$ cat src/rtl/tdm_port_pkg.sv
package tdm_port_pkg;

  typedef enum logic [1:0] {
    CH_TWO   = 2'd0,
    CH_FOUR  = 2'd1,
    CH_EIGHT = 2'd2
  } chan_mode_e;

  // strobes from control to datapath, one system cycle wide
  typedef struct packed {
    logic capL;     // shift rxBit into the left receive word
    logic capR;     // shift rxBit into the right receive word
    logic rxBit;    // synchronised serial input
    logic rxDone;   // right word complete, publish the pair
    logic loadTx;   // capture the parallel transmit samples
    logic txFall;   // driving edge: update the serial output
    logic txEn;     // the driven bit lies in a selected word
    logic txRight;  // the driven bit belongs to the right word
  } strobe_t;

endpackage

$ cat src/rtl/tdm_port_ctrl.sv
module tdm_port_ctrl
  import tdm_port_pkg::*;
#(
  parameter int SAMPLE_W    = 24,
  parameter int FB_W        = 9,
  parameter int WL_W        = 5,
  parameter int SYNC_STAGES = 2,
  localparam int IDX_W      = $clog2(SAMPLE_W)
) (
  input  logic             clk,
  input  logic             rstN,
  input  logic             bclkIn,
  input  logic             lrclkIn,
  input  logic             sdataIn,
  input  logic [1:0]       chanMode,
  input  logic [FB_W-1:0]  frameBclks,
  input  logic [1:0]       msbDelay,
  input  logic [WL_W-1:0]  wordLen,
  input  logic             bclkInvert,
  input  logic             lrclkInvert,
  input  logic [1:0]       playPair,
  input  logic [1:0]       recPair,
  output strobe_t          st,
  output logic [IDX_W-1:0] txOffset
);

  logic [SYNC_STAGES-1:0] bSync, lSync, dSync;
  logic bEff, bPrevEff, lrEff, lrPrev;
  logic riseEv, fallEv, frameStart;
  logic locked, nowLocked, rxDoneQ;
  logic [FB_W-1:0] pos, ins, advPos, advIns, nPos, nIns;
  logic [2:0] slot, advSlot, nSlot;
  logic [1:0] chShift;
  logic [FB_W-1:0] slotLen, lastPos, lastIn, dly, wEnd, offFull;
  logic [2:0] rxSlotL, rxSlotR, txSlotL, txSlotR;

  always_ff @(posedge clk) begin
    if (!rstN) begin
      bSync <= '0;
      lSync <= '0;
      dSync <= '0;
    end else begin
      bSync <= {bSync[SYNC_STAGES-2:0], bclkIn};
      lSync <= {lSync[SYNC_STAGES-2:0], lrclkIn};
      dSync <= {dSync[SYNC_STAGES-2:0], sdataIn};
    end
  end

  assign bEff       = bSync[SYNC_STAGES-1] ^ bclkInvert;
  assign lrEff      = lSync[SYNC_STAGES-1] ^ lrclkInvert;
  assign riseEv     = bEff & ~bPrevEff;
  assign fallEv     = ~bEff & bPrevEff;
  assign frameStart = riseEv & lrPrev & ~lrEff;
  assign nowLocked  = locked | frameStart;

  function automatic logic [1:0] maskPair(input logic [1:0] p, input logic [1:0] sh);
    case (sh)
      2'd1:    maskPair = 2'd0;
      2'd2:    maskPair = {1'b0, p[0]};
      default: maskPair = p;
    endcase
  endfunction

  always_comb begin
    case (chan_mode_e'(chanMode))
      CH_TWO:  chShift = 2'd1;
      CH_FOUR: chShift = 2'd2;
      default: chShift = 2'd3;
    endcase
    case (msbDelay)
      2'd0:    dly = FB_W'(0);
      2'd1:    dly = FB_W'(1);
      default: dly = FB_W'(8);
    endcase
  end

  assign slotLen = frameBclks >> chShift;
  assign lastPos = frameBclks - FB_W'(1);
  assign lastIn  = slotLen - FB_W'(1);
  assign wEnd    = dly + FB_W'(wordLen);
  assign rxSlotL = {maskPair(playPair, chShift), 1'b0};
  assign rxSlotR = {maskPair(playPair, chShift), 1'b1};
  assign txSlotL = {maskPair(recPair, chShift), 1'b0};
  assign txSlotR = {maskPair(recPair, chShift), 1'b1};

  // position of the bit after the current one, assuming no new frame marker
  always_comb begin
    if (pos == lastPos) begin
      advPos = '0; advIns = '0; advSlot = '0;
    end else if (ins == lastIn) begin
      advPos = pos + FB_W'(1); advIns = '0; advSlot = slot + 3'd1;
    end else begin
      advPos = pos + FB_W'(1); advIns = ins + FB_W'(1); advSlot = slot;
    end
    if (frameStart) begin
      nPos = '0; nIns = '0; nSlot = '0;
    end else begin
      nPos = advPos; nIns = advIns; nSlot = advSlot;
    end
  end

  always_ff @(posedge clk) begin
    if (!rstN) begin
      bPrevEff <= 1'b0;
      lrPrev   <= 1'b0;
      locked   <= 1'b0;
      pos      <= '0;
      ins      <= '0;
      slot     <= '0;
      rxDoneQ  <= 1'b0;
    end else begin
      bPrevEff <= bEff;
      rxDoneQ  <= st.capR && (nIns == wEnd - FB_W'(1));
      if (riseEv) begin
        lrPrev <= lrEff;
        if (frameStart) locked <= 1'b1;
        if (nowLocked) begin
          pos  <= nPos;
          ins  <= nIns;
          slot <= nSlot;
        end
      end
    end
  end

  assign offFull  = advIns - dly;
  assign txOffset = offFull[IDX_W-1:0];

  always_comb begin
    st.rxBit   = dSync[SYNC_STAGES-1];
    st.capL    = riseEv & nowLocked & (nSlot == rxSlotL) & (nIns >= dly) & (nIns < wEnd);
    st.capR    = riseEv & nowLocked & (nSlot == rxSlotR) & (nIns >= dly) & (nIns < wEnd);
    st.rxDone  = rxDoneQ;
    st.loadTx  = riseEv & nowLocked & (nPos == lastPos);
    st.txFall  = fallEv;
    st.txRight = (advSlot == txSlotR);
    st.txEn    = locked & (advIns >= dly) & (advIns < wEnd) &
                 ((advSlot == txSlotL) | (advSlot == txSlotR));
  end

  assert_pos_range_R3: assert property (@(posedge clk) disable iff (!rstN)
    locked |-> (pos <= lastPos));
  assert_slot_range_R3: assert property (@(posedge clk) disable iff (!rstN)
    locked |-> ({1'b0, slot} < (4'd1 << chShift)));
  assert_lock_sticky_R2: assert property (@(posedge clk) disable iff (!rstN)
    locked |=> locked);

endmodule

$ cat src/rtl/tdm_port_datapath.sv
module tdm_port_datapath
  import tdm_port_pkg::*;
#(
  parameter int SAMPLE_W = 24,
  parameter int WL_W     = 5,
  localparam int IDX_W   = $clog2(SAMPLE_W)
) (
  input  logic                clk,
  input  logic                rstN,
  input  strobe_t             st,
  input  logic [IDX_W-1:0]    txOffset,
  input  logic [WL_W-1:0]     wordLen,
  input  logic [SAMPLE_W-1:0] txLeft,
  input  logic [SAMPLE_W-1:0] txRight,
  output logic                sdataOut,
  output logic [SAMPLE_W-1:0] rxLeft,
  output logic [SAMPLE_W-1:0] rxRight,
  output logic                rxValid
);

  logic [SAMPLE_W-1:0] shL, shR, holdL, holdR, txWord;
  logic [WL_W-1:0]     alignShift;
  logic [IDX_W-1:0]    bitIdx;

  assign alignShift = WL_W'(SAMPLE_W) - wordLen;
  assign bitIdx     = IDX_W'(SAMPLE_W - 1) - txOffset;
  assign txWord     = st.txRight ? holdR : holdL;

  always_ff @(posedge clk) begin
    if (!rstN) begin
      shL      <= '0;
      shR      <= '0;
      holdL    <= '0;
      holdR    <= '0;
      rxLeft   <= '0;
      rxRight  <= '0;
      rxValid  <= 1'b0;
      sdataOut <= 1'b0;
    end else begin
      if (st.capL) shL <= {shL[SAMPLE_W-2:0], st.rxBit};
      if (st.capR) shR <= {shR[SAMPLE_W-2:0], st.rxBit};
      rxValid <= st.rxDone;
      if (st.rxDone) begin
        rxLeft  <= shL << alignShift;
        rxRight <= shR << alignShift;
      end
      if (st.loadTx) begin
        holdL <= txLeft;
        holdR <= txRight;
      end
      if (st.txFall) sdataOut <= st.txEn ? txWord[bitIdx] : 1'b0;
    end
  end

  assert_valid_pulse_R8: assert property (@(posedge clk) disable iff (!rstN)
    rxValid |=> !rxValid);
  assert_tx_on_fall_R10: assert property (@(posedge clk) disable iff (!rstN)
    (sdataOut != $past(sdataOut)) |-> $past(st.txFall));

endmodule

$ cat src/rtl/tdm_serial_port.sv
module tdm_serial_port
  import tdm_port_pkg::*;
#(
  parameter int SAMPLE_W    = 24,
  parameter int MAX_FRAME   = 256,
  parameter int SYNC_STAGES = 2,
  localparam int FB_W       = $clog2(MAX_FRAME + 1),
  localparam int WL_W       = $clog2(SAMPLE_W + 1),
  localparam int IDX_W      = $clog2(SAMPLE_W)
) (
  input  logic                clk,
  input  logic                rstN,
  input  logic                bclkIn,
  input  logic                lrclkIn,
  input  logic                sdataIn,
  output logic                sdataOut,
  input  logic [1:0]          chanMode,
  input  logic [FB_W-1:0]     frameBclks,
  input  logic [1:0]          msbDelay,
  input  logic [WL_W-1:0]     wordLen,
  input  logic                bclkInvert,
  input  logic                lrclkInvert,
  input  logic [1:0]          playPair,
  input  logic [1:0]          recPair,
  input  logic [SAMPLE_W-1:0] txLeft,
  input  logic [SAMPLE_W-1:0] txRight,
  output logic [SAMPLE_W-1:0] rxLeft,
  output logic [SAMPLE_W-1:0] rxRight,
  output logic                rxValid
);

  strobe_t          st;
  logic [IDX_W-1:0] txOffset;

  tdm_port_ctrl #(
    .SAMPLE_W(SAMPLE_W), .FB_W(FB_W), .WL_W(WL_W), .SYNC_STAGES(SYNC_STAGES)
  ) u_ctrl (
    .clk(clk), .rstN(rstN), .bclkIn(bclkIn), .lrclkIn(lrclkIn), .sdataIn(sdataIn),
    .chanMode(chanMode), .frameBclks(frameBclks), .msbDelay(msbDelay),
    .wordLen(wordLen), .bclkInvert(bclkInvert), .lrclkInvert(lrclkInvert),
    .playPair(playPair), .recPair(recPair), .st(st), .txOffset(txOffset)
  );

  tdm_port_datapath #(
    .SAMPLE_W(SAMPLE_W), .WL_W(WL_W)
  ) u_dp (
    .clk(clk), .rstN(rstN), .st(st), .txOffset(txOffset), .wordLen(wordLen),
    .txLeft(txLeft), .txRight(txRight), .sdataOut(sdataOut),
    .rxLeft(rxLeft), .rxRight(rxRight), .rxValid(rxValid)
  );

endmodule

$ cat config.mk
export PLATFORM = sky130hd
export DESIGN_NAME = tdm_serial_port
export DESIGN_NICKNAME = d
export VERILOG_FILES = /design/src/rtl/tdm_port_pkg.sv /design/src/rtl/tdm_port_ctrl.sv /design/src/rtl/tdm_port_datapath.sv /design/src/rtl/tdm_serial_port.sv
export SDC_FILE = /design/constraint.sdc
export NUM_CORES = 1
export LEC_CHECK = 0
export CORE_MARGIN = 4
export CORE_UTILIZATION = 30
export CTS_BUF_LIST = sky130_fd_sc_hd__clkbuf_4 sky130_fd_sc_hd__clkbuf_8 sky130_fd_sc_hd__clkbuf_16
export CTS_CLUSTER_DIAMETER = 50
export CTS_CLUSTER_SIZE = 8
export DETAILED_ROUTE_END_ITERATION = 7
export GPL_TIMING_DRIVEN = 0
export PLACE_DENSITY_LB_ADDON = 0.12
export SLEW_MARGIN = 20
export SYNTH_ARGS = -nofsm -noshare
export SYNTH_HDL_FRONTEND = slang
export SYNTH_SLANG_ARGS = --single-unit
$ cat constraint.sdc
create_clock -name clk -period 9.7 [get_ports clk]
set_input_delay 0.97 -clock clk [delete_from_list [all_inputs] [get_ports clk]]
set_output_delay 0.97 -clock clk [all_outputs]
set_load 0.02 [all_outputs]
* Word-level counts from Yosys, hierarchy flattened
Index checks and enable logic that the tools add are counted.
** Storage, ports and cells
- Word-level logic and storage cells :: 91
- Flip-flop bits (word level) :: 177
- Output and inout port bits :: 50
- Input port bits :: 77
** Cells by class
- Equality and inequality tests :: 12
- Add/sub/neg operators :: 10
- Shifts and indexed selects :: 3
- Reductions and logical operators :: 5
- Bitwise operators :: 22
- $lt $le $gt $ge :: 5
- Muxes and demuxes :: 16
** Operators by type and width (number)
- left shift 24 x 5 -> 24 bit :: 2
- two-way mux 9 bit :: 5
- == test 9 bit :: 4
- subtractor 9 x 1 -> 9 bit, second input constant :: 3
- two-way mux 24 bit :: 1
- adder 9 x 1 -> 9 bit, second input constant :: 2
- greater-or-equal comparator 9 x 4 -> 1 bit :: 2
- AND 1 bit :: 15
- == test 3 bit :: 4
- case mux 2 bit (2 select lines) :: 3
- subtractor 5 bit, first input constant :: 2
- less-than comparator 9 x 6 -> 1 bit :: 1
- less-than comparator 9 bit :: 1
- two-way mux 3 bit :: 3
- >> shifter 9 x 2 -> 9 bit :: 1
- case mux 4 bit (2 select lines) :: 1
- adder 4 x 5 -> 6 bit :: 1
- == test 2 x 1 -> 1 bit, second input constant :: 3
- less-than comparator 5 x 6 -> 1 bit, second input constant :: 1
- binary-select mux 1 bit (select 5 bit) :: 1
- subtractor 5 x 4 -> 5 bit :: 1
- logical NOT 2 bit :: 2
- AND reduction 2 bit :: 2
- adder 3 x 1 -> 3 bit, second input constant :: 1
- 6 further kinds :: 11

* Depth between registers and ports, before layout
Gate-level depths: netlist of the first run.
- Depth after elaboration :: 13
- Depth in mapped cells :: 29
- Mapped depth without buffers :: 25

* Cells and area by module
Synthesis of the first run repeated with hierarchy kept, for this count alone.
** Unflattened totals
- Cell total of the unflattened synthesis :: 1270
- Area, all modules :: 11787.6 um^2
** Modules (own cells, without submodules)
- tdm_port_datapath :: cells each 746, sequential area each 2922.8 um^2, area each 7810.0 um^2, instances 1
- tdm_port_ctrl :: cells each 524, sequential area each 620.6 um^2, area each 3977.6 um^2, instances 1

* Worst setup path after synthesis of the first run
No wires, ideal clock.
- Path type :: input-to-reg
- Start :: input chanMode[0]
- End :: register u_dp.shR[10]
- Buffers on the path :: 4
- Required time :: 9.584 ns
- Library setup time :: 0.116 ns
- Stages :: 29
- Arrival :: 5.214 ns
- Slack :: 4.370 ns
- Path through :: buf_6 buf_4 mux2i_1 o21ai_1 inv_1 ha_1 nor4bb_1 a31oi_1 or4bb_1 o31ai_2 nand2_1 nor3_2 nor2b_1 nand2_1 nor2_1 ha_1 nor2b_1 o21ai_0 nand2b_1 a21oi_1 nor2b_1 o21ai_0 o211ai_1 a21oi_1 and3_1 buf_6 buf_12 mux2i_1 nor2b_1
** On the way
- Elaborated cells on any way between the ends :: 21
- Classes of those cells :: 1 x add/sub; 2 x order compare; 5 x eq/ne; 1 x shift; 8 x mux; 3 x bitwise; 1 x reduce/logical
** RTL lines
- start, declared :: RTL line tdm_serial_port.sv:17 : input logic [1:0] chanMode,
- == test 2 x 1 -> 1 bit or logical NOT 2 bit (tied branches) :: RTL line tdm_port_ctrl.sv:65 : case (chan_mode_e'(chanMode))
- case mux 2 bit (2 select lines) * :: RTL line tdm_port_ctrl.sv:65
- >> shifter 9 x 2 -> 9 bit * :: RTL line tdm_port_ctrl.sv:77 : assign slotLen = frameBclks >> chShift;
- subtractor 9 x 1 -> 9 bit * :: RTL line tdm_port_ctrl.sv:79 : assign lastIn = slotLen - FB_W'(1);
- == test 9 bit * :: RTL line tdm_port_ctrl.sv:90 : end else if (ins == lastIn) begin
- two-way mux 9 bit * :: RTL line tdm_port_ctrl.sv:90
- two-way mux 9 bit * :: RTL line tdm_port_ctrl.sv:88 : if (pos == lastPos) begin
- two-way mux 9 bit * :: RTL line tdm_port_ctrl.sv:95 : if (frameStart) begin
- via u_ctrl.nIns[1] :: RTL line tdm_port_ctrl.sv:31 : logic [FB_W-1:0] pos, ins, advPos, advIns, nPos, nIns;
- greater-or-equal comparator 9 x 4 -> 1 bit :: RTL line tdm_port_ctrl.sv:132 : st.capR = riseEv & nowLocked & (nSlot == rxSlotR) & (nIns >= dly) & (nIns < wEnd);
- AND 1 bit :: RTL line tdm_port_ctrl.sv:132
- AND 1 bit * :: RTL line tdm_port_ctrl.sv:132
- end signal, assigned :: RTL line tdm_port_datapath.sv:41 : if (st.capR) shR <= {shR[SAMPLE_W-2:0], st.rxBit};
- end, declared :: RTL line tdm_port_datapath.sv:21 : logic [SAMPLE_W-1:0] shL, shR, holdL, holdR, txWord;
The timed path passes the listed nets; every way through them passes the cells marked *.
A chain may end at the register's enable or synchronous reset.

* Final worst setup path of the first run
- Start :: input chanMode[1]
- End :: register u_dp.sdataOut
** On the way
- Word-level cells in the longest chain between the ends :: 12
- Elaborated cells on any way between the ends :: 27
- Classes of those cells :: 3 x add/sub; 2 x order compare; 6 x eq/ne; 1 x shift; 10 x mux; 4 x bitwise; 1 x reduce/logical
** Ends and longest elaborated chain
- == test 2 x 1 -> 1 bit or logical NOT 2 bit (tied branches) :: RTL line tdm_port_ctrl.sv:65
- case mux 2 bit (2 select lines) * :: RTL line tdm_port_ctrl.sv:65
- >> shifter 9 x 2 -> 9 bit :: RTL line tdm_port_ctrl.sv:77
- subtractor 9 x 1 -> 9 bit :: RTL line tdm_port_ctrl.sv:79
- == test 9 bit :: RTL line tdm_port_ctrl.sv:90
- two-way mux 9 bit or two-way mux 3 bit (tied branches) :: RTL line tdm_port_ctrl.sv:90
- two-way mux 9 bit or two-way mux 3 bit (tied branches) :: RTL line tdm_port_ctrl.sv:88
- subtractor 5 x 4 -> 5 bit, or another cell as far along :: RTL line tdm_port_ctrl.sv:126 : assign offFull = advIns - dly;
- subtractor 5 bit, or another cell as far along :: RTL line tdm_port_datapath.sv:26 : assign bitIdx = IDX_W'(SAMPLE_W - 1) - txOffset;
- binary-select mux 1 bit (select 5 bit) or AND 1 bit (tied branches) :: RTL line tdm_port_datapath.sv:51, tdm_port_ctrl.sv:137
- two-way mux 1 bit (not written as such) or AND 1 bit (tied branches) :: RTL line tdm_port_datapath.sv:51, tdm_port_ctrl.sv:137
- two-way mux 1 bit * :: RTL line tdm_port_datapath.sv:51 : if (st.txFall) sdataOut <= st.txEn ? txWord[bitIdx] : 1'b0;
- end signal, assigned :: RTL line tdm_port_datapath.sv:51
- end, declared :: RTL line tdm_port_datapath.sv:15 : output logic sdataOut,
Every way passes the cells marked *; elsewhere a longest branch is shown, timed or not. The select of a mux whose other input is x is not followed.

==> results of run 1 <==
==> power by group through the flow <==
stage / Combinational [mW] / Clock, mW / Sequential [mW]
finish: 0.247 / 0.725 / 0.730
floorplan: 0.156 / 0 / 0.747
CTS: 0.248 / 0.749 / 0.730
global route: 0.270 / 0.778 / 0.730
detailed placement: 0.247 / 0 / 0.747
global placement: 0.247 / 0 / 0.747
==> per-layer routing <==
layer | share of wire | wire length (um) | GRT usage
met2 | 0.42 | 15500 | 0.253
met5 | 0.00030 | 11 | 0
met1 | 0.52 | 19400 | 0.262
met3 | 0.042 | 1560 | 0.0306
met4 | 0.015 | 556 | 0.0415
==> state kept, by name (all words and copies together), names as in the netlist, 2 cells and up <==
name,count
u_dp.holdL,24
u_ctrl.dSync,2
u_dp.rxRight,24
u_ctrl.ins,9
u_dp.shL,24
u_ctrl.pos,9
u_ctrl.bSync,2
u_ctrl.lSync,2
u_dp.rxLeft,24
u_dp.shR,24
u_ctrl.slot,3
u_dp.holdR,24
==> logic make-up (layout without fill, tap and decap cells) <==
kind of cell | after synthesis | after routing | synth area share
AO/OA/AOI/OAI | 238 | 238 | 0.137
buffers and inverters | 153 | 307 | 0.0592
XOR/XNOR | 66 | 66 | 0.0487
AND/OR/NAND/NOR | 532 | 532 | 0.236
adder cells (fa/ha/maj) | 29 | 29 | 0.0306
multiplexers | 187 | 187 | 0.190
flip-flops | 177 | 177 | 0.299
==> final timing paths <==
path	start	end	slack, ns	depth (start not counted)
worst max-delay path	chanMode[1]	u_dp.sdataOut	3.15	26
worst min-delay path	u_ctrl.lSync[0]	u_ctrl.lSync[1]	0.43	1
worst max register to register	u_ctrl.pos[4]	u_dp.shL[3]	4.99	23
worst min register to register	u_ctrl.lSync[0]	u_ctrl.lSync[1]	0.43	1
==> cells in the final DEF, fill, tap and decap left out, types with 21 or more instances in the layout <==
cell type / synthesis / routed
dfxtp_1: 177 / 177
nand2_1: 154 / 154
mux2i_1: 146 / 146
nor2b_1: 123 / 123
clkdlybuf4s50_1: 0 / 122
nor2_1: 64 / 64
clkbuf_1: 62 / 62
inv_1: 52 / 52
and2_1: 49 / 49
a21oi_1: 49 / 49
nand3_1: 44 / 44
o21ai_0: 37 / 37
xnor2_1: 33 / 33
xor2_1: 33 / 33
o22ai_1: 31 / 31
mux4_2: 29 / 29
ha_1: 29 / 29
o211ai_1: 21 / 21
==> through the flow <==
step           hold WS [ns]   util  power, mW
2_1_floorplan         0.412      -      0.903
3_3_place_gp          0.419  0.353      0.994
3_5_place_dp          0.418  0.353      0.994
4_1_cts               0.434  0.369       1.73
5_1_grt               0.466  0.369       1.78
6_report              0.434  0.369       1.70
==> synthesized netlist by cell type (7+ instances only) <==
cell type / instances / area [um2]
nor4_1: 9 / 56.3
nand2b_1: 14 / 87.6
a32oi_1: 7 / 61.3
a21oi_1: 49 / 245
nand3_1: 44 / 220
buf_1: 15 / 56.3
buf_2: 11 / 55.1
and2_1: 49 / 307
nor3_1: 19 / 95.1
a21boi_0: 9 / 67.6
mux4_2: 29 / 653
xor2_1: 33 / 289
inv_1: 52 / 195
mux2i_1: 146 / 1460
a31oi_1: 15 / 93.8
nand2_1: 154 / 578
clkbuf_1: 62 / 233
xnor2_1: 33 / 289
and3_1: 13 / 81.3
o211ai_1: 21 / 158
o21ai_0: 37 / 185
ha_1: 29 / 363
nor2b_1: 123 / 769
mux2_2: 11 / 124
dfxtp_1: 177 / 3540
o22ai_1: 31 / 194
a211oi_1: 7 / 52.6
o211a_1: 17 / 170
nor2_1: 64 / 240
==> critical path, delay by kind of cell <==
family	cells	cell delay (ns)
simple gates	10	1.96
fa+ha+maj	4	1.10
compound gates	5	0.68
buf+inv	5	1.80
mux	2	0.36
==> final cells by class <==
cell class	instances	area (um2)
fillers	4048	24600
well taps	518	648
repair buffers	122	1220
multi-input cells	1052	7620
inverters	53	199
plain buffers	100	503
clock buffers	18	439
clock inverters	14	174
flip-flops and latches	177	3540
==> flow_summary.yaml, run 1 <==
outcome:
  outcome: "finished, final reports clean"
power:
  p_leak_nw: 5.51
  p_int_mw: 1.22
  sw_frac_of_total: 0.281
  p_per_area_nw_per_um2: 119
  p_switching_mw: 0.478
  combPwrFrac: 0.145
  clkPwrFrac: 0.426
  seqPwrFrac: 0.429
  ir_drop_uv: 115
route:
  drc: 0
  routed_via_density: 5.03
  wl_um: 36900
  drtIter0Drc: 619
  drt_first_pass_iters: 8
  avgRoutedWirePerCell_um: 18.0
  antenna_left: 0
  vias: 10300
setup_path:
  path_max_fanout: 10
  critPathSlowestCell: "clkbuf_1"
  crit_type: "in2reg"
  max_stage_delay_ns: 0.58
  worstPathArrival_ns: 6.89
  critPathMostFrequentCell: "ha_1"
  crit_path_start_kind: "input port"
  cp_data_required_time_ns: 10.04
  crit_path_end_kind: "register"
cts:
  cts_resized: 0
  cts.path.max_buffers: 2
  cts_max_level: 4
  cts_setup_buffers: 0
  clk_pin_slew_worst_paths_ns: 0.08
  clock-sinks: 177
  cts_tree: "built"
  holdBufCountCts: 0
  numCtsBuffers: 17
  cts_root_buf: "clkbuf_16"
  insertion_delay_ns: 0.46
flow_run:
  maxCapViolations: 0
final_layout:
  fin_cells: 2054
  stdcell_area_um2: 14300
  syn_to_final_growth_pct: 20.9
  final_nets: 1629
  drive_above_1_share: 0.0736
  diodes: 0
floorplanning:
  die_w_um: 207
  ioPinCount: 127
  rows: 72
  start_util: 0.305
  coreArea_um2: 38900
  die_h_um: 207
  die_area_um2: 42800
synthesis:
  yosysWarnings: 0
  synth_area_um2: 11900
  synth_nets: 1488
  ys_types: 84
  ys_ff_latch: 177
  syn_area_per_cell_um2: 8.59
  synth_edf_count: 0
  synth_top_flop_cell: "dfxtp_1"
  syn_inst: 1382
  synth_seq_area_share: 0.299
  async_reset_ff_frac: 0
placement:
  port_buffers: 122
  post-dp-hpwl_um: 29100
  dp_cells: 2022
  place_congestion: 0.890
  dp_slack_ns: 2.58
  place_area_um2: 13700
global_route:
  grt_max_degree: 18
  antenna_found_initial: 1
  grt_pass1_vias: 9998
  overflow: 0
  grt_pass1_wl_um: 58000
  track_usage: 0.173
hold_path:
  worst_hold_path_type: "reg2reg"
timing:
  worst-slew-pin-transition_ns: 0.922
  setup_ws_ns: 3.15
  slew_viol_final: 0
  slew_headroom: 0.379
  finalHoldViolations: 0
  finClkSkew_ns: 0.0175
  rsz0062_at_grt: "false"
  layout_min_cycle_time_ns: 6.55
  fin_setup_tns_ns: 0
  setup_viol: 0
  max_freq_mhz: 153
  timing.final.crit_share: 0.675
(Power assumes the default switching activity.)
==> run 2, diff against run 1 <==
- clock period: 9.7 -> 6.46 ns (I/O delays scaled with it)
==> run 2 against run 1 <==
Design area increased by 0.25%. Via count is 0.11% lower. Die area did not move. Clock skew shrank 0.0015 ns. Setup slack lost 2.6 ns. Total power is 50% higher. Critical path depth is 4 higher. Final cell count hardly changed. Sequential power rose by 51%. Largest cell class unchanged. Largest power group unchanged.
==> flow_summary.yaml, run 2 (same netlist as run 1, synthesis figures left out) <==
outcome:
  outcome: "finished, final reports clean"
final_layout:
  final_nets: 1630
  final_util: 0.370
  fill_cells: 4048
  final_cell_mix: "177 x dfxtp_1, 154 x nand2_1, 146 x mux2i_1, 122 x nor2b_1, 122 x clkdlybuf4s50_1"
  syn_to_final_growth_pct: 21.2
  diodes: 0
  mostFrequentLayoutCell: "dfxtp_1"
  drive_above_1_share: 0.0781
  stdcell_area_um2: 14400
cts:
  cts_root_buf: "clkbuf_16"
  cts_max_level: 4
  clock-sinks: 177
  holdBufCountCts: 0
  cts.path.max_buffers: 2
  cts_tree: "built"
  insertion_delay_ns: 0.46
  numCtsBuffers: 17
  clk_pin_slew_worst_paths_ns: 0.07
timing:
  layout_min_cycle_time_ns: 5.89
  setup_viol: 0
  slew_viol_final: 0
  finClkSkew_ns: 0.0160
  max_freq_mhz: 170
  timing.final.crit_share: 0.911
  worst-slew-pin-transition_ns: 0.945
  slew_headroom: 0.363
  fin_setup_tns_ns: 0
  finalHoldViolations: 0
placement:
  place_congestion: 0.890
  place_area_um2: 13700
  post-dp-hpwl_um: 29100
  port_buffers: 122
power:
  ir_drop_uv: 174
  p_int_mw: 1.84
  p_leak_nw: 5.53
  seqPwrFrac: 0.429
  p_per_area_nw_per_um2: 178
  total_power_mw: 2.56
  sw_frac_of_total: 0.281
  p_switching_mw: 0.718
  combPwrFrac: 0.146
  clkPwrFrac: 0.425
hold_path:
  hold_depth: 1
  worst_hold_path_type: "reg2reg"
route:
  routed_via_density: 5.02
  avgRoutedWirePerCell_um: 18.0
  wl_um: 36900
  wl_met3_um: 1510
  drc: 0
  vias: 10300
  drtIter0Drc: 601
  drt-met1-wl_um: 19400
  drt_first_pass_iters: 5
  wl_met2_um: 15400
  antenna_left: 0
  top_layer_used: "met5"
floorplanning:
  die_area_um2: 42800
  coreArea_um2: 38900
  ioPinCount: 127
  die_h_um: 207
  start_util: 0.305
  die_w_um: 207
  rows: 72
global_route:
  overflow: 0
  track_usage: 0.173
  grt_max_degree: 18
  antenna_found_initial: 1
  grt_pass1_vias: 9998
  grt_pass1_wl_um: 58000
setup_path:
  path_max_fanout: 10
  max_stage_delay_ns: 0.50
  worstPathArrival_ns: 6.23
  crit_type: "in2reg"
  ff2ff_path_depth: 23
  crit_path_start_kind: "input port"
  cp_data_required_time_ns: 6.80
  critPathMostFrequentCell: "a21oi_1"
  crit_path_end_kind: "register"
  critPathSlowestCell: "clkdlybuf4s50_1"
flow_run:
  maxCapViolations: 0
[run 2: through the flow]
| step | hold slack (ns) | worst slack, ns | instances |
|---|---|---|---|
| 2_1_floorplan | 0.412 | 1.45 | 1382 |
| 3_3_place_gp | 0.419 | -0.290 | 2022 |
| 3_5_place_dp | 0.418 | -0.336 | 2022 |
| 4_1_cts | 0.434 | 0.162 | 2054 |
| 5_1_grt | 0.466 | -0.00262 | 2055 |
| 6_report | 0.433 | 0.574 | 2055 |
[run 2: worst paths after layout]
kind	from	to	slack, ns
setup / recovery	chanMode[1]	u_dp.shL[3]	0.57
hold / removal	u_ctrl.lSync[0]	u_ctrl.lSync[1]	0.43
setup reg to reg	u_ctrl.pos[4]	u_dp.shL[3]	1.76
hold reg to reg	u_ctrl.lSync[0]	u_ctrl.lSync[1]	0.43
[run 2: power by group through the flow]
stage	Combinational, mW	Clock, mW	Sequential, mW
2_1_floorplan	0.235	0	1.12
3_3_place_gp	0.370	0	1.12
3_5_place_dp	0.370	0	1.12
4_1_cts	0.372	1.12	1.10
5_1_grt	0.408	1.17	1.10
6_report	0.373	1.09	1.10
[run 2: area by class of cell]
type | count | area [um2] | area share
Timing Repair Buffer | 123 | 1230 | 0.0854
Multi-Input combinational cell | 1052 | 7640 | 0.531
Sequential cell | 177 | 3540 | 0.246
Clock buffer | 18 | 439 | 0.0305
Inverter | 53 | 199 | 0.0138
Clock inverter | 14 | 174 | 0.0121
Tap cell | 518 | 648 | 0.0451
Buffer | 100 | 508 | 0.0353
[run 2: timing repair]
item,CTS,global route
resized for setup,0,9
buffers inserted,0,1
endpoints found under the setup margin,0,50
[run 2: worst max-delay path: cells and delay by family]
family,cells,cell delay [ns]
multiplexers,1,0.20
buffers and inverters,6,1.53
AND/OR/NAND/NOR,12,1.96
adder cells (fa/ha/maj),2,0.55
AO/OA/AOI/OAI,9,1.34
[run 2: per-layer routing]
metal  global-route usage  up-vias
li1                     -     5161
met1                0.262     4907
met2                0.253      219
met3               0.0306       37
met4               0.0415        2
met5                    0        -
==> run 3, diff against run 2 <==
- CTS_BUF_LIST: sky130_fd_sc_hd__clkbuf_4 sky130_fd_sc_hd__clkbuf_8 sky130_fd_sc_hd__clkbuf_16 -> sky130_fd_sc_hd__clkbuf_16
==> run 3 against run 2 <==
Non-clock buffer count unchanged. Largest cell class unchanged. Combinational power about the same. Sequential share of layout area about the same. Critical path type unchanged.
==> flow_summary.yaml, run 3 (same netlist as run 1, synthesis figures left out) <==
global_route:
  track_usage: 0.173
  grt_pass1_wl_um: 58000
  overflow: 0
  grt_max_degree: 18
  antenna_found_initial: 1
  grt_pass1_vias: 9987
route:
  vias: 10300
  drtIter0Drc: 624
  drc: 0
  drt_first_pass_iters: 7
  routed_via_density: 5.02
  avgRoutedWirePerCell_um: 18.0
  antenna_left: 0
  wl_um: 36900
timing:
  max_freq_mhz: 170
  slew_headroom: 0.363
  finClkSkew_ns: 0.0164
  worst-slew-pin-transition_ns: 0.945
  setup_viol: 0
  layout_min_cycle_time_ns: 5.88
  slew_viol_final: 0
  fin_setup_tns_ns: 0
  finalHoldViolations: 0
  timing.final.crit_share: 0.910
placement:
  port_buffers: 122
  post-dp-hpwl_um: 29100
  place_congestion: 0.890
  place_area_um2: 13700
final_layout:
  mostFrequentLayoutCell: "dfxtp_1"
  drive_above_1_share: 0.0774
  final_nets: 1630
  stdcell_area_um2: 14400
  fill_cells: 4051
  final_cell_mix: "177 x dfxtp_1, 154 x nand2_1, 146 x mux2i_1, 122 x nor2b_1, 122 x clkdlybuf4s50_1"
  syn_to_final_growth_pct: 21.1
  diodes: 0
hold_path:
  worst_hold_path_type: "reg2reg"
  min_to: "u_ctrl.lSync[1]"
  hold_depth: 1
  hp-start: "u_ctrl.lSync[0]"
setup_path:
  crit_path_end_kind: "register"
  worstPathArrival_ns: 6.22
  path_max_fanout: 10
  critPathSlowestCell: "clkdlybuf4s50_1"
  worstReg2RegEnd: "u_dp.shL[3]"
  r2r_setup_slack_ns: 1.75
  cp_data_required_time_ns: 6.80
  crit_path_start_kind: "input port"
  ff2ff_path_depth: 23
  max_stage_delay_ns: 0.50
  r2r_start: "u_ctrl.pos[4]"
  crit_type: "in2reg"
  critPathMostFrequentCell: "a21oi_1"
outcome:
  outcome: "finished, final reports clean"
floorplanning:
  die_w_um: 207
  rows: 72
  start_util: 0.305
  ioPinCount: 127
  coreArea_um2: 38900
  die_area_um2: 42800
  die_h_um: 207
cts:
  clk_pin_slew_worst_paths_ns: 0.07
  cts_root_buf: "clkbuf_16"
  cts.path.max_buffers: 2
  numCtsBuffers: 17
  clock-sinks: 177
  insertion_delay_ns: 0.46
  cts_max_level: 4
  cts_tree: "built"
power:
  ir_drop_uv: 173
  p_leak_nw: 5.52
  p_per_area_nw_per_um2: 177
flow_run:
  maxCapViolations: 0
[run 3: cell types whose count changed in the layout (fill, tap and decap cells not counted), sizes merged]
cell / delta
clkinv: +1
clkbuf: -1
[run 3: worst max-delay path by stage]
stage	endpoint	cells after the start	startpoint	slack, ns
after floorplan	u_dp.shR[10]	29	chanMode[0]	1.45
after global placement	u_dp.sdataOut	24	chanMode[1]	-0.29
after detailed placement	u_dp.sdataOut	24	chanMode[1]	-0.34
after CTS	u_dp.sdataOut	24	chanMode[1]	0.16
after global routing	u_dp.shR[11]	30	chanMode[1]	-0.003
final	u_dp.shL[3]	30	chanMode[1]	0.58
[run 3: metrics by stage]
stage	setup slack (ns)	instances	power, mW	util	hold slack, ns
2_1_floorplan	1.45	1382	1.36	-	0.412
3_3_place_gp	-0.290	2022	1.49	0.353	0.419
3_5_place_dp	-0.336	2022	1.49	0.353	0.418
4_1_cts	0.162	2054	2.58	0.368	0.434
5_1_grt	-0.00267	2055	2.66	0.369	0.466
6_report	0.581	2055	2.54	0.369	0.434
[run 3: layout make-up]
cell class                 instances  area [um2]  area share
buffer                           100         508      0.0353
clock buffer                      17         425      0.0296
clock inverter                    15         178      0.0124
inverter                          53         199      0.0138
multi-input combinational       1052        7640       0.532
sequential                       177        3540       0.246
tap                              518         648      0.0451
timing repair buffer             123        1230      0.0855
[run 3: per-layer routing]
metal  global-route usage  up-vias  wire, um
met2                0.253      240     15400
met3               0.0306       34      1780
li1                     -     5156         -
met1                0.262     4887     19100
met5                    0        -        11
met4               0.0415        2       543
[run 3: worst max-delay path, delay by kind of cell]
family	cells	cell delay (ns)
compound gates	9	1.32
mux	1	0.20
buf+inv	6	1.53
fa+ha+maj	2	0.55
simple gates	12	1.96
[run 3: where the power goes]
part / switching (mW) / total (mW) / internal (mW)
logic: 0.221 / 0.373 / 0.152
clock network: 0.491 / 1.07 / 0.582
registers: 0.00275 / 1.10 / 1.09
[run 3: timing repair]
| action | 4_1_cts | 5_1_grt |
|---|---|---|
| buffers inserted | 0 | 1 |
| hold buffers | 0 | 0 |
| resized for setup | 0 | 9 |
| endpoints found under the setup margin | 0 | 50 |
